===== src/rtl/swz_pkg.sv =====
package swz_pkg;

  typedef enum logic [2:0] {
    SWZ_NONE     = 3'd0,
    SWZ_9        = 3'd1,
    SWZ_9_10     = 3'd2,
    SWZ_9_11     = 3'd3,
    SWZ_9_10_11  = 3'd4,
    SWZ_9_17     = 3'd5,
    SWZ_9_10_17  = 3'd6,
    SWZ_UNKNOWN  = 3'd7
  } swzMode_e;

  typedef enum logic [1:0] {
    TILE_LINEAR = 2'd0,
    TILE_X      = 2'd1,
    TILE_Y      = 2'd2,
    TILE_RSVD   = 2'd3
  } tileMode_e;

  typedef enum logic [1:0] {
    CH_SINGLE      = 2'd0,
    CH_ASYM        = 2'd1,
    CH_INTERLEAVED = 2'd2,
    CH_RSVD        = 2'd3
  } chanMode_e;

  // configuration field positions
  localparam int unsigned CFG_CHAN_LSB = 0;
  localparam int unsigned CFG_XOR_OFF  = 2;
  localparam int unsigned CFG_SEL17    = 3;

  // bit that is rewritten, and the candidate XOR sources
  localparam int unsigned TARGET_BIT = 6;
  localparam int unsigned NUM_TERMS  = 4;
  localparam int unsigned SRC_POS [NUM_TERMS] = '{9, 10, 11, 17};

  // strobes from control to datapath
  typedef struct packed {
    logic     load;
    swzMode_e mode;
  } swzStrobe_t;

  // term mask: bit0 -> 9, bit1 -> 10, bit2 -> 11, bit3 -> 17
  function automatic logic [NUM_TERMS-1:0] termMask(swzMode_e m);
    logic [NUM_TERMS-1:0] k;
    case (m)
      SWZ_9:       k = 4'b0001;
      SWZ_9_10:    k = 4'b0011;
      SWZ_9_11:    k = 4'b0101;
      SWZ_9_10_11: k = 4'b0111;
      SWZ_9_17:    k = 4'b1001;
      SWZ_9_10_17: k = 4'b1011;
      default:     k = 4'b0000;
    endcase
    return k;
  endfunction

endpackage


===== src/rtl/swz_ctrl.sv =====
module swz_ctrl
  import swz_pkg::*;
#(
  parameter int CFG_W  = 32,
  parameter int RANK_W = 16
) (
  input  logic              clk,
  input  logic              rstN,
  input  logic              inValid,
  output logic              inReady,
  input  logic [1:0]        inTile,
  input  logic [CFG_W-1:0]  cfgWord,
  input  logic              detectSel,
  input  logic [RANK_W-1:0] rankBoundA,
  input  logic [RANK_W-1:0] rankBoundB,
  output logic              outValid,
  input  logic              outReady,
  output swzStrobe_t        strobe
);

  logic      validQ;
  logic      accept;
  swzMode_e  xMode;
  swzMode_e  yMode;
  swzMode_e  pickMode;
  chanMode_e chanMode;
  logic      cfgBad;
  logic      ranksEq;

  assign inReady  = !validQ || outReady;
  assign accept   = inValid && inReady;
  assign outValid = validQ;

  assign chanMode = chanMode_e'(cfgWord[CFG_CHAN_LSB +: 2]);
  assign cfgBad   = &cfgWord;
  assign ranksEq  = (rankBoundA == rankBoundB);

  // per-orientation decode of the configuration
  always_comb begin
    xMode = SWZ_NONE;
    yMode = SWZ_NONE;
    if (detectSel) begin
      if (ranksEq) begin
        xMode = SWZ_9_10;
        yMode = SWZ_9;
      end
    end else if (cfgBad) begin
      xMode = SWZ_UNKNOWN;
      yMode = SWZ_UNKNOWN;
    end else if (chanMode == CH_INTERLEAVED) begin
      if (cfgWord[CFG_XOR_OFF]) begin
        xMode = SWZ_9_10;
        yMode = SWZ_9;
      end else if (!cfgWord[CFG_SEL17]) begin
        xMode = SWZ_9_10_11;
        yMode = SWZ_9_11;
      end else begin
        xMode = SWZ_9_10_17;
        yMode = SWZ_9_17;
      end
    end
  end

  always_comb begin
    case (tileMode_e'(inTile))
      TILE_X:  pickMode = xMode;
      TILE_Y:  pickMode = yMode;
      default: pickMode = SWZ_NONE;
    endcase
  end

  assign strobe.load = accept;
  assign strobe.mode = pickMode;

  always_ff @(posedge clk or negedge rstN) begin
    if (!rstN) begin
      validQ <= 1'b0;
    end else if (accept) begin
      validQ <= 1'b1;
    end else if (outReady) begin
      validQ <= 1'b0;
    end
  end

  // a stalled result stays presented
  p_hold_valid_r1: assert property (@(posedge clk) disable iff (!rstN)
    outValid && !outReady |=> outValid);

  // an accepted transfer is presented next cycle
  p_accept_shows_r1: assert property (@(posedge clk) disable iff (!rstN)
    inValid && inReady |=> outValid);

  // a drained result with no new transfer leaves the stage empty
  p_drain_empty_r10: assert property (@(posedge clk) disable iff (!rstN)
    outValid && outReady && !inValid |=> !outValid);

endmodule


===== src/rtl/swz_datapath.sv =====
module swz_datapath
  import swz_pkg::*;
#(
  parameter int ADDR_W = 32
) (
  input  logic              clk,
  input  logic              rstN,
  input  swzStrobe_t        strobe,
  input  logic [ADDR_W-1:0] inAddr,
  output logic [ADDR_W-1:0] outAddr,
  output logic [2:0]        outMode,
  output logic              outErr
);

  localparam logic [ADDR_W-1:0] KEEP_MASK = ~(ADDR_W'(1) << TARGET_BIT);

  logic [NUM_TERMS-1:0] mask;
  logic [NUM_TERMS-1:0] termBit;
  logic                 flip;
  logic [ADDR_W-1:0]    swzAddr;
  logic [ADDR_W-1:0]    addrQ;
  swzMode_e             modeQ;
  logic                 errQ;

  assign mask = termMask(strobe.mode);

  // each source bit takes part only if the address is wide enough
  for (genvar g = 0; g < NUM_TERMS; g++) begin : g_term
    if (SRC_POS[g] < ADDR_W) begin : g_live
      assign termBit[g] = inAddr[SRC_POS[g]] & mask[g];
    end else begin : g_absent
      assign termBit[g] = 1'b0;
    end
  end

  assign flip = ^termBit;

  always_comb begin
    swzAddr             = inAddr;
    swzAddr[TARGET_BIT] = inAddr[TARGET_BIT] ^ flip;
  end

  always_ff @(posedge clk or negedge rstN) begin
    if (!rstN) begin
      addrQ <= '0;
      modeQ <= SWZ_NONE;
      errQ  <= 1'b0;
    end else if (strobe.load) begin
      addrQ <= swzAddr;
      modeQ <= strobe.mode;
      errQ  <= (strobe.mode == SWZ_UNKNOWN);
    end
  end

  assign outAddr = addrQ;
  assign outMode = modeQ;
  assign outErr  = errQ;

  // no load leaves the result untouched
  p_stable_r1: assert property (@(posedge clk) disable iff (!rstN)
    !strobe.load |=> $stable(outAddr) && $stable(outMode) && $stable(outErr));

  // only the target bit may differ from the accepted address
  p_only_bit6_r9: assert property (@(posedge clk) disable iff (!rstN)
    strobe.load |=> ((outAddr ^ $past(inAddr)) & KEEP_MASK) == '0);

  // unknown mode passes the address and raises the error flag
  p_unknown_r7: assert property (@(posedge clk) disable iff (!rstN)
    strobe.load && strobe.mode == SWZ_UNKNOWN |=> outErr && outAddr == $past(inAddr));

  // error flag stays low for known modes
  p_known_noerr_r7: assert property (@(posedge clk) disable iff (!rstN)
    strobe.load && strobe.mode != SWZ_UNKNOWN |=> !outErr);

endmodule


===== src/rtl/bit6_swizzle_unit.sv =====
module bit6_swizzle_unit
  import swz_pkg::*;
#(
  parameter int ADDR_W = 32,
  parameter int CFG_W  = 32,
  parameter int RANK_W = 16
) (
  input  logic              clk,
  input  logic              rstN,
  input  logic              inValid,
  output logic              inReady,
  input  logic [ADDR_W-1:0] inAddr,
  input  logic [1:0]        inTile,
  input  logic [CFG_W-1:0]  cfgWord,
  input  logic              detectSel,
  input  logic [RANK_W-1:0] rankBoundA,
  input  logic [RANK_W-1:0] rankBoundB,
  output logic              outValid,
  input  logic              outReady,
  output logic [ADDR_W-1:0] outAddr,
  output logic [2:0]        outMode,
  output logic              outErr
);

  swzStrobe_t strobe;

  swz_ctrl #(.CFG_W(CFG_W), .RANK_W(RANK_W)) u_ctrl (
    .clk        (clk),
    .rstN       (rstN),
    .inValid    (inValid),
    .inReady    (inReady),
    .inTile     (inTile),
    .cfgWord    (cfgWord),
    .detectSel  (detectSel),
    .rankBoundA (rankBoundA),
    .rankBoundB (rankBoundB),
    .outValid   (outValid),
    .outReady   (outReady),
    .strobe     (strobe)
  );

  swz_datapath #(.ADDR_W(ADDR_W)) u_dp (
    .clk     (clk),
    .rstN    (rstN),
    .strobe  (strobe),
    .inAddr  (inAddr),
    .outAddr (outAddr),
    .outMode (outMode),
    .outErr  (outErr)
  );

  logic takeIn;
  logic tiled;
  logic cfgOk;
  assign takeIn = inValid && inReady;
  assign tiled  = (inTile == TILE_X) || (inTile == TILE_Y);
  assign cfgOk  = !detectSel && !(&cfgWord);

  // untiled transfers are never swizzled
  p_linear_r2: assert property (@(posedge clk) disable iff (!rstN)
    takeIn && !tiled |=> outMode == SWZ_NONE && outAddr == $past(inAddr));

  // non-interleaved channel modes never swizzle
  p_noninterleaved_r3: assert property (@(posedge clk) disable iff (!rstN)
    takeIn && cfgOk && cfgWord[1:0] != CH_INTERLEAVED |=> outMode == SWZ_NONE);

  // XOR disabled leaves only the base swizzle
  p_base_x_r4: assert property (@(posedge clk) disable iff (!rstN)
    takeIn && cfgOk && cfgWord[1:0] == CH_INTERLEAVED && cfgWord[CFG_XOR_OFF]
      && inTile == TILE_X |=> outMode == SWZ_9_10);

  // the rank comparison path ignores the configuration word
  p_detect_r8: assert property (@(posedge clk) disable iff (!rstN)
    takeIn && detectSel && tiled && rankBoundA != rankBoundB |=> outMode == SWZ_NONE && !outErr);

endmodule


===== config.mk =====
export PLATFORM = sky130hd
export DESIGN_NAME = bit6_swizzle_unit
export DESIGN_NICKNAME = d
export VERILOG_FILES = /design/src/rtl/swz_pkg.sv /design/src/rtl/swz_ctrl.sv /design/src/rtl/swz_datapath.sv /design/src/rtl/bit6_swizzle_unit.sv
export SDC_FILE = /design/constraint.sdc
export NUM_CORES = 1
export LEC_CHECK = 0
export BUFFER_PORTS_ARGS = -buffer_cell sky130_fd_sc_hd__buf_2
export CELL_PAD_IN_SITES_DETAIL_PLACEMENT = 0
export CELL_PAD_IN_SITES_GLOBAL_PLACEMENT = 2
export CORE_UTILIZATION = 22
export DETAILED_ROUTE_END_ITERATION = 16
export PLACE_DENSITY_LB_ADDON = 0.3
export RECOVER_POWER = 50
export SETUP_SLACK_MARGIN = 0.3
export SYNTH_ARGS = -nofsm -noshare
export SYNTH_HDL_FRONTEND = slang
export SYNTH_HIERARCHICAL = 1
export SYNTH_SLANG_ARGS = --single-unit
export TNS_END_PERCENT = 10

===== constraint.sdc =====
create_clock -name clk -period 2.15 [get_ports clk]
set_clock_uncertainty 0.05 [all_clocks]
set_input_delay 0.1075 -clock clk [delete_from_list [all_inputs] [get_ports clk]]
set_output_delay 0.1075 -clock clk [all_outputs]
set_load 0.01 [all_outputs]

==> impl_metrics.py, run 1 <==
metrics = {
    "finish": {
        "fin_nets": 439,
        "fin_util_pct": 40.32,
        "regArea_um2": 925.9,
        "layout-drive-gt1-share_pct": 52.24,
        "synthToLayoutAreaGrowth_pct": 77.01,
        "fillers": 815,
        "design_area_mm2": 0.003313,
        "multi_input_area_mm2": 0.001028,
        "diodes": 0,
    },
    "synth": {
        "synth_top_area_share_pct": 49.47,
        "yosys_warnings": 6,
        "synth.most_common_cell": "dfrtp_1",
        "ys.flop_type": "dfrtp_1",
        "synth_area_mm2": 0.001872,
        "syn-num-nets": 256,
        "async_reset_ff_share_pct": 100.0,
        "synth_area_leaders": "dfrtp_1 (49%), mux2_2 (19%), xnor2_1 (8.4%)",
        "synth_compound_area_share_pct": 5.548,
        "synth-xor-area-share_pct": 8.422,
        "synth_adder_area_share_pct": 1.337,
        "ys_types": 33,
        "synthTopCellsByCount": "dfrtp_1 (37), mux2_2 (31), xnor2_1 (18)",
        "synthMuxAreaShare_pct": 20.45,
        "avgSynthCellArea_um2": 12.40,
        "yosysSeqAreaShare_pct": 49.47,
        "synth.largest_area_cell": "dfrtp_1",
        "ys_ff_latch": 37,
        "synthCells": 151,
        "synth_top_family_by_area": "multiplexers",
        "yosys.area_share.simple_pct": 12.57,
        "synth_edf_count": 0,
    },
    "route": {
        "vias": 1868,
        "wl_per_cell_um": 12.52,
        "antenna_left": 0,
        "drt_iter0_drc": 31,
        "firstDrtPassIters": 4,
        "drc": 0,
        "via_per_inst": 4.245,
        "wl_um": 5509,
    },
    "clock_network": {
        "numCtsBuffers": 5,
        "cts-root-buf": "clkbuf_8",
        "clkTransAtPathRegs_ns": 0.09,
        "clock-sinks": 37,
        "cts_tree": "built",
        "clockBufferDepth": 2,
        "clkLatencyLatePin_ns": 0.29,
        "cts_htree_levels": 2,
    },
    "critical_path": {
        "r2r-start": "u_ctrl/outValid$_DFFE_PN0P_",
        "critPathKind": "in2reg",
        "crit_required_ns": 2.28,
        "critPathMaxFanout": 5,
        "crit_start": "rankBoundB[7]",
        "r2r-end": "u_dp/outAddr[19]$_DFFE_PN0P_",
        "crit_end": "u_dp/outAddr[6]$_DFFE_PN0P_",
        "start_kind": "input pin",
        "cp-end-kind": "flip-flop",
        "worst_ep_arrival_time_ns": 2.18,
        "reg2regPathDepth": 4,
        "r2r_slack_ns": 0.65,
    },
    "floorplanning": {
        "die_y_um": 94.24,
        "start_util_pct": 22.78,
        "dieWidth_um": 94.24,
        "pin_count": 141,
        "num_rows": 33,
        "die_area_mm2": 0.008881,
        "fp.coreArea_mm2": 0.008217,
    },
    "placed_design": {
        "gp_congestion": 0.7657,
        "port_buffers": 140,
        "hpwl_um": 4122,
        "place_area_mm2": 0.002806,
        "pre_cts_ws_ns": -0.2799,
    },
    "grt": {
        "grt-ovfl-total": 0,
        "grt_pass1_wl_um": 8818,
        "antenna_found_initial": 0,
        "first_global_vias": 1988,
        "grt_usage_pct": 12.86,
        "grt_max_degree": 38,
    },
    "timing": {
        "rsz0062_at_grt": "true",
        "slew_violations": 0,
        "finalCritPeriodShare_pct": 95.55,
        "tightest_slew_ns": 0.9187,
        "relSlewSlack_pct": 38.75,
        "post-route-min-period_ns": 2.054,
        "fin_ws_ns": 0.09565,
        "fmax_ghz": 0.4868,
        "hold_viol": 0,
        "setup_violations": 0,
    },
    "worst_hold_path": {
        "hold_path.startpoint": "inAddr[4]",
        "min-delay-path-class": "in2reg",
    },
    "pwr": {
        "p_leak_nw": 1.493,
        "power.density_mw_per_mm2": 629.5,
        "ir_drop_uv": 423.9,
    },
    "job": {
        "max-cap-violations": 0,
    },
    "status": {
        "status": "completed",
    },
}
## report_power, final
| group | switching, W | internal [W] | total [W] |
|---|---|---|---|
| combinational | 0.000228 | 0.000281 | 0.000509 |
| clock | 0.000276 | 0.000467 | 0.000743 |
| sequential | 0.0000456 | 0.000787 | 0.000833 |
## final cells by class
type | instances | area share [%]
clock buffer | 5 | 2.077
clock inverter | 3 | 2.077
inverter | 4 | 0.4532
multi-input combinational | 105 | 31.04
sequential | 37 | 27.95
tap | 105 | 3.965
timing repair buffer | 181 | 32.44
## per-layer routing
metal	up-vias	track usage (%)	share of wire (%)
met5	-	0	0
li1	905	-	-
met2	84	21.92	48
met1	867	14.48	41
met4	0	4.487	1.9
met3	12	5.016	9.7
## what timing repair did
item                                   CTS  global route
setup endpoints to repair                1             1
buffers inserted                         3             1
resized for setup                        6             9
pin swaps                               10            11
endpoints found under the hold margin   63             1
hold buffers                            27             1
## critical path, stage by stage
cell,delay [ns]
buf_2,0.10
xnor2_1,0.15
nand4_1,0.16
o41ai_4,0.38
or2b_1,0.30
o22ai_4,0.25
mux2_4,0.34
a21oi_4,0.12
a31oi_2,0.05
xnor2_1,0.15
a21oi_1,0.07
## placed cells by master (no fill, tap or decap), drive strengths merged, types with 2 or more instances in the layout
master,instances
buf,114
clkbuf,44
dfrtp,37
mux2,34
dlygate4sd3,28
xnor2,18
nand4,12
nor2,7
inv,5
a21oi,5
nand2b,3
nand2,3
nand3b,3
o22ai,3
bufinv,2
or4,2
ha,2
## worst min path at each step
stage	end	slack [ns]	depth (start not counted)
finish	u_dp/outAddr[4]$_DFFE_PN0P_	0.01	2
global route	u_dp/outAddr[4]$_DFFE_PN0P_	0.01	2
CTS	u_dp/outAddr[3]$_DFFE_PN0P_	0.002	2
detailed placement	u_dp/outAddr[15]$_DFFE_PN0P_	0.21	1
global placement	u_dp/outAddr[15]$_DFFE_PN0P_	0.21	1
floorplan	u_ctrl/outValid$_DFFE_PN0P_	-0.24	0
## sequential cells by signal, summed over array words and instances (netlist names)
register	flops
u_dp/outErr	1
u_dp/outAddr	32
u_dp/outMode	3
u_ctrl/outValid	1
## cell families after synthesis
group                    count (synthesis)
AO/OA/AOI/OAI                           15
buffers and inverters                    9
AND/OR/NAND/NOR                         36
XOR/XNOR                                18
flip-flops                              37
adder cells (fa/ha/maj)                  2
multiplexers                            34
## per-stage QoR
stage	hold WS (ns)	instances	TNS [ns]	total power, W
CTS	0.001927	438	0	0.002128
floorplan	-0.2381	151	0	0.001069
detailed placement	0.2148	400	-0.2799	0.001321
global placement	0.2141	400	-0.2559	0.001314
global route	0.01067	440	-0.02375	0.002210
finish	0.01387	440	0	0.002086
(Power assumes the default switching activity.)
==> run 2, diff against run 1 <==
BUFFER_PORTS_ARGS = unset   (was -buffer_cell sky130_fd_sc_hd__buf_2)
CORE_UTILIZATION = 35   (was 22)
DONT_BUFFER_PORTS = 1   (was unset)
==> run 2 against run 1 <==
  * The flow now finishes with violations (max-capacitance violations, max-slew violations)
  * Sequential power increased by 8.0%
  * Wire length shrank 18%
  * Die area fell by 36%
  * Utilization rose by 9.2 points
  * Combinational power fell by 47%
  * First-iteration DRC count down 13%
  * Via count decreased by 27%
  * Fmax increased by 8.6%
  * Global-route usage increased by 3.2 points
  * Cell count is 40% lower
  * Hold slack better by 0.036 ns
  * Critical endpoint unchanged
==> impl_metrics.py, run 2 (synthesized netlist as in run 1, its figures left out) <==
metrics = {
    "status": {
        "status": "complete, but fails checks",
        "violations": "max-capacitance violations, max-slew violations",
    },
    "grt": {
        "first_global_vias": 1421,
        "antenna_found_initial": 0,
        "grt_pass1_wl_um": 6534,
        "grt_max_degree": 39,
        "grt-ovfl-total": 0,
        "grt_usage_pct": 16.11,
    },
    "worst_hold_path": {
        "holdPathEnd": "u_ctrl/outValid$_DFFE_PN0P_",
        "hold_path.startpoint": "outReady",
        "min-delay-path-class": "in2reg",
        "holdPathStages": 2,
    },
    "route": {
        "wl_um": 4491,
        "firstDrtPassIters": 4,
        "drc": 0,
        "wl_per_cell_um": 17.14,
        "vias": 1366,
        "antenna_left": 0,
        "drt_iter0_drc": 27,
        "via_per_inst": 5.214,
    },
    "timing": {
        "tightest_slew_ns": 1.528,
        "setup_violations": 0,
        "fmax_ghz": 0.5284,
        "rsz0062_at_grt": "true",
        "relSlewSlack_pct": -2.034,
        "hold_viol": 0,
        "fin_ws_ns": 0.2575,
        "slew_violations": 38,
        "post-route-min-period_ns": 1.892,
        "setup_tns_ns": 0,
        "finalCritPeriodShare_pct": 88.02,
    },
    "clock_network": {
        "cts_htree_levels": 2,
        "cts-root-buf": "clkbuf_8",
        "clkTransAtPathRegs_ns": 0.07,
        "clock-sinks": 37,
        "cts_tree": "built",
        "clockBufferDepth": 2,
        "numCtsBuffers": 5,
        "clkLatencyLatePin_ns": 0.29,
    },
    "placed_design": {
        "port_buffers": 0,
        "placedCellCount": 220,
        "place_area_mm2": 0.002037,
        "gp_congestion": 0.8612,
        "hpwl_um": 3124,
        "pre_cts_ws_ns": -0.07357,
    },
    "pwr": {
        "p_leak_nw": 0.9964,
        "power.density_mw_per_mm2": 743.1,
        "p_int_w": 0.001428,
        "p_comb_share_pct": 14.3,
        "ir_drop_uv": 600.4,
        "p_sw_w": 0.0004638,
        "pwr-share-clk_pct": 38.1,
        "power_w": 0.001892,
        "seqPwrFrac_pct": 47.6,
        "switching_share_pct": 24.51,
    },
    "floorplanning": {
        "die_y_um": 75.13,
        "num_rows": 26,
        "die_area_mm2": 0.005645,
        "start_util_pct": 36.42,
        "fp.coreArea_mm2": 0.005140,
        "pin_count": 141,
        "dieWidth_um": 75.13,
    },
    "finish": {
        "design_area_mm2": 0.002546,
        "fin_cells": 262,
        "layout-drive-gt1-share_pct": 32.29,
        "synthToLayoutAreaGrowth_pct": 36.03,
        "layout_commonest_cell": "dfrtp_1",
        "diodes": 0,
        "final_cell_mix": "dfrtp_1 (37), dlygate4sd3_1 (33), mux2_2 (31), xnor2_1 (13), nand4_1 (11)",
        "largest_register_ffs": 32,
        "fin_nets": 296,
    },
    "critical_path": {
        "start_kind": "input pin",
        "critPathMaxFanout": 4,
        "path_buf_inv": 0,
        "critPathKind": "in2reg",
        "reg2regPathDepth": 4,
        "worst_ep_arrival_time_ns": 2.02,
        "critical_path.max_stage_delay_ns": 0.40,
        "r2r-end": "u_dp/outAddr[16]$_DFFE_PN0P_",
        "critical_path.top_delay_family": "compound AO/OA/AOI/OAI gates",
        "crit_required_ns": 2.27,
        "cp-end-kind": "flip-flop",
        "path_cells": "xnor2_2 -> nand4_1 -> o41ai_2 -> or2b_1 -> o22ai_4 -> mux2_4 -> a21oi_2 -> a31oi_2 -> xnor2_1 -> a21oi_1",
        "slowest_stage": "o41ai_2",
        "r2r_slack_ns": 0.58,
        "r2r-start": "u_ctrl/outValid$_DFFE_PN0P_",
    },
    "job": {
        "max-cap-violations": 1,
    },
}
## run 2: cell count changes in the layout (fill, tap and decap cells not counted), moves of 2 or more
cell / previous run / this run
clkbuf_1: 38 / 0
buf_4: 13 / 3
dlygate4sd3_1: 28 / 33
xnor2_1: 11 / 13
buf_6: 7 / 0
xnor2_2: 7 / 5
buf_2: 94 / 0
## run 2: worst register-to-register path: stages, from the launching register on
cell and delay [ns]:
dfrtp_1 0.42, nand2b_1 0.17, and2_1 0.20, buf_12 0.23
mux2_1 0.37
## run 2: how the worst max path moves through the flow
stage	cells after the start	end	from	slack (ns)
2_1_floorplan	10	u_dp/outAddr[6]$_DFFE_PN0P_	cfgWord[16]	0.04
3_3_place_gp	10	u_dp/outAddr[6]$_DFFE_PN0P_	rankBoundB[4]	-0.02
3_5_place_dp	10	u_dp/outAddr[6]$_DFFE_PN0P_	rankBoundB[3]	-0.07
4_1_cts	10	u_dp/outAddr[6]$_DFFE_PN0P_	rankBoundB[14]	0.27
5_1_grt	10	u_dp/outAddr[6]$_DFFE_PN0P_	rankBoundB[9]	0.09
6_report	10	u_dp/outAddr[6]$_DFFE_PN0P_	rankBoundB[9]	0.26
## run 2: metal layers
layer,vias to the layer above,track usage [%],share of wire [%]
li1,622,-,-
met1,667,16.87,36
met2,73,29.73,56
met3,4,5.221,7.9
met4,0,6.584,0.82
met5,-,0,0
## run 2: cell type report
cell class                      instances  area (µm²)
Fill cell                             475        2594
Multi-Input combinational cell        105       994.7
Sequential cell                        37       925.9
Timing Repair Buffer                   38       385.4
Tap cell                               70       87.58
Clock buffer                            5       68.82
Clock inverter                          3       68.82
Inverter                                4       15.01
## run 2: power groups by stage
stage	Clock, W	Sequential [W]	Combinational, W
global route	0.000773	0.000913	0.000299
CTS	0.000740	0.000900	0.000272
global placement	0	0.000910	0.000194
floorplan	0	0.000890	0.000178
detailed placement	0	0.000912	0.000205
finish	0.000721	0.000900	0.000271
## run 2: what timing repair did
item                       4_1_cts  5_1_grt
gates cloned                     0        0
hold endpoints to repair        69        0
buffers inserted                 0        0
gates resized for setup          2        2
setup endpoints to repair        1        1
hold buffers                    34        0
pin swaps                        5        3
## run 2: metrics by stage
stage / hold slack, ns / util, %
floorplan: -0.2381 / -
global placement: -0.2373 / 39.63
detailed placement: -0.2374 / 39.63
CTS: 0.03987 / 49.39
global route: 0.04600 / 49.54
finish: 0.05034 / 49.54
==> run 3, diff against run 2 <==
CORE_ASPECT_RATIO = 0.75   (was unset)
GPL_TIMING_DRIVEN = 0   (was unset)
==> run 3 against run 2 <==
  * The run now ends clean
  * Hold slack improved by 0.040 ns
  * Sequential share of layout area rose by 0.11 points
  * Non-clock buffer count rose by 6
  * Critical path depth did not move
  * Utilization rose by 1.1 points
  * Design area fell by 0.29%
  * Register-to-register slack got worse by 0.27 ns
  * Cell count rose by 3.1%
  * Combinational power barely moved
  * Critical endpoint unchanged
  * Highest routed layer unchanged
==> impl_metrics.py, run 3 (synthesized netlist as in run 1, its figures left out) <==
metrics = {
    "status": {
        "status": "completed",
    },
    "timing": {
        "finalCritPeriodShare_pct": 90.83,
        "relSlewSlack_pct": 42.01,
        "rsz0062_at_grt": "true",
        "slew_violations": 0,
        "tightest_slew_ns": 0.8698,
        "fmax_ghz": 0.5121,
        "post-route-min-period_ns": 1.953,
        "setup_violations": 0,
        "hold_viol": 0,
    },
    "critical_path": {
        "r2r-start": "u_ctrl/outValid$_DFFE_PN0P_",
        "crit_required_ns": 2.26,
        "critPathMaxFanout": 5,
        "r2r-end": "u_dp/outAddr[31]$_DFFE_PN0P_",
        "path_cells": "xnor2_1 -> nand4_1 -> o41ai_2 -> or2b_1 -> o22ai_4 -> mux2_4 -> a21oi_2 -> a31oi_2 -> xnor2_1 -> a21oi_1",
        "slowest_stage": "o41ai_2",
        "timing.critical_path.mode_cell": "xnor2_1",
        "path_buf_inv": 0,
        "reg2regPathDepth": 5,
        "critPathKind": "in2reg",
        "critical_path.max_stage_delay_ns": 0.42,
        "start_kind": "input pin",
        "r2r_slack_ns": 0.31,
        "critical_path.top_delay_family": "compound AO/OA/AOI/OAI gates",
        "worst_ep_arrival_time_ns": 2.07,
        "cp-end-kind": "flip-flop",
    },
    "worst_hold_path": {
        "holdPathEnd": "u_dp/outAddr[6]$_DFFE_PN0P_",
        "hold_path.startpoint": "inAddr[6]",
        "min-delay-path-class": "in2reg",
        "holdPathStages": 3,
    },
    "placed_design": {
        "port_buffers": 0,
        "hpwl_um": 3004,
        "gp_congestion": 0.6668,
    },
    "finish": {
        "final_cell_mix": "dfrtp_1 (37), dlygate4sd3_1 (33), mux2_2 (31), xnor2_1 (15), nand4_1 (11)",
        "fin_nets": 302,
        "diodes": 0,
        "largest_register_ffs": 32,
        "fillers": 473,
        "layout-drive-gt1-share_pct": 32.83,
        "layout_commonest_cell": "dfrtp_1",
        "synthToLayoutAreaGrowth_pct": 35.63,
        "fin_util_pct": 50.67,
    },
    "clock_network": {
        "numCtsBuffers": 5,
        "clkLatencyLatePin_ns": 0.27,
        "cts_tree": "built",
        "cts-root-buf": "clkbuf_8",
        "cts_htree_levels": 2,
        "clock-sinks": 37,
        "clkTransAtPathRegs_ns": 0.07,
        "clockBufferDepth": 2,
    },
    "route": {
        "drc": 0,
        "wl_um": 4140,
        "wl_per_cell_um": 15.33,
        "drt_iter0_drc": 15,
        "vias": 1372,
        "antenna_left": 0,
        "firstDrtPassIters": 4,
        "via_per_inst": 5.081,
    },
    "job": {
        "max-cap-violations": 0,
    },
    "pwr": {
        "p_leak_nw": 0.9858,
        "p_comb_share_pct": 15.4,
        "ir_drop_uv": 382.3,
        "power_w": 0.001776,
        "pwr-share-clk_pct": 34.1,
        "seqPwrFrac_pct": 50.5,
        "switching_share_pct": 24.60,
        "p_int_w": 0.001339,
        "power.density_mw_per_mm2": 699.4,
        "p_sw_w": 0.0004368,
    },
    "floorplanning": {
        "die_y_um": 65.33,
        "pin_count": 141,
        "die_area_mm2": 0.005647,
        "start_util_pct": 37.36,
        "num_rows": 22,
        "dieWidth_um": 86.45,
        "fp.coreArea_mm2": 0.005010,
    },
    "grt": {
        "grt_max_degree": 38,
        "grt-ovfl-total": 0,
        "antenna_found_initial": 0,
        "grt_usage_pct": 14.67,
        "grt_pass1_wl_um": 6161,
        "first_global_vias": 1402,
    },
}
==> run 3: routing by layer <==
| metal | share of wire [%] | GRT usage [%] | up-vias | wire (µm) |
|---|---|---|---|---|
| met1 | 37 | 14.23 | 664 | 1527 |
| met2 | 56 | 28.87 | 68 | 2309 |
| met3 | 7.0 | 5.653 | 2 | 289 |
| met4 | 0.34 | 3.958 | 0 | 14 |
| li1 | - | - | 638 | - |
| met5 | 0 | 0 | - | 0 |
==> run 3: power groups by stage <==
| stage | Combinational (W) | Sequential (W) | Clock, W |
|---|---|---|---|
| 2_1_floorplan | 0.000178 | 0.000890 | 0 |
| 3_3_place_gp | 0.000191 | 0.000909 | 0 |
| 3_5_place_dp | 0.000205 | 0.000911 | 0 |
| 4_1_cts | 0.000276 | 0.000899 | 0.000624 |
| 5_1_grt | 0.000298 | 0.000909 | 0.000660 |
| 6_report | 0.000273 | 0.000897 | 0.000606 |
==> run 3: final cells by class <==
class	instances	area (µm²)	area share, %
Multi-Input combinational cell	105	980.9	38.64
Inverter	4	15.01	0.5914
Buffer	5	33.78	1.331
Clock inverter	2	37.54	1.479
Sequential cell	37	925.9	36.47
Clock buffer	6	82.58	3.253
Tap cell	72	90.09	3.549
Timing Repair Buffer	39	372.9	14.69
==> run 3: worst max path at each step <==
stage	slack, ns	start	end	depth (start not counted)
global route	0.02	rankBoundB[14]	u_dp/outAddr[6]$_DFFE_PN0P_	10
detailed placement	-0.22	rankBoundB[3]	u_dp/outAddr[6]$_DFFE_PN0P_	10
floorplan	0.04	cfgWord[16]	u_dp/outAddr[6]$_DFFE_PN0P_	10
CTS	0.22	rankBoundB[14]	u_dp/outAddr[6]$_DFFE_PN0P_	10
finish	0.20	rankBoundB[14]	u_dp/outAddr[6]$_DFFE_PN0P_	10
global placement	-0.19	rankBoundB[4]	u_dp/outAddr[6]$_DFFE_PN0P_	10
==> run 3: metrics by stage <==
| stage | instance area [µm²] | hold slack [ns] | instances | setup TNS, ns | setup slack (ns) |
|---|---|---|---|---|---|
| after detailed placement | 2023 | -0.2373 | 223 | -0.2196 | -0.2196 |
| after global routing | 2539 | 0.09114 | 270 | 0 | 0.01883 |
| after global placement | 2023 | -0.2374 | 223 | -0.1945 | -0.1945 |
| final | 2539 | 0.09035 | 270 | 0 | 0.1971 |
| after floorplan | 1933 | -0.2381 | 151 | 0 | 0.03908 |
| after CTS | 2549 | 0.08390 | 270 | 0 | 0.2240 |
==> run 3: worst min-delay path, delay by kind of cell <==
kind / cells / cell delay (ns)
AOI/OAI and AO/OA: 1 / 0.05
xor gates and xnor gates: 2 / 0.22
==> run 3: repair_timing <==
item,CTS,global route
pin swaps,6,0
endpoints found under the setup margin,16,26
hold endpoints to repair,69,0
resized for setup,3,3
buffers inserted,5,0
hold buffers,34,0
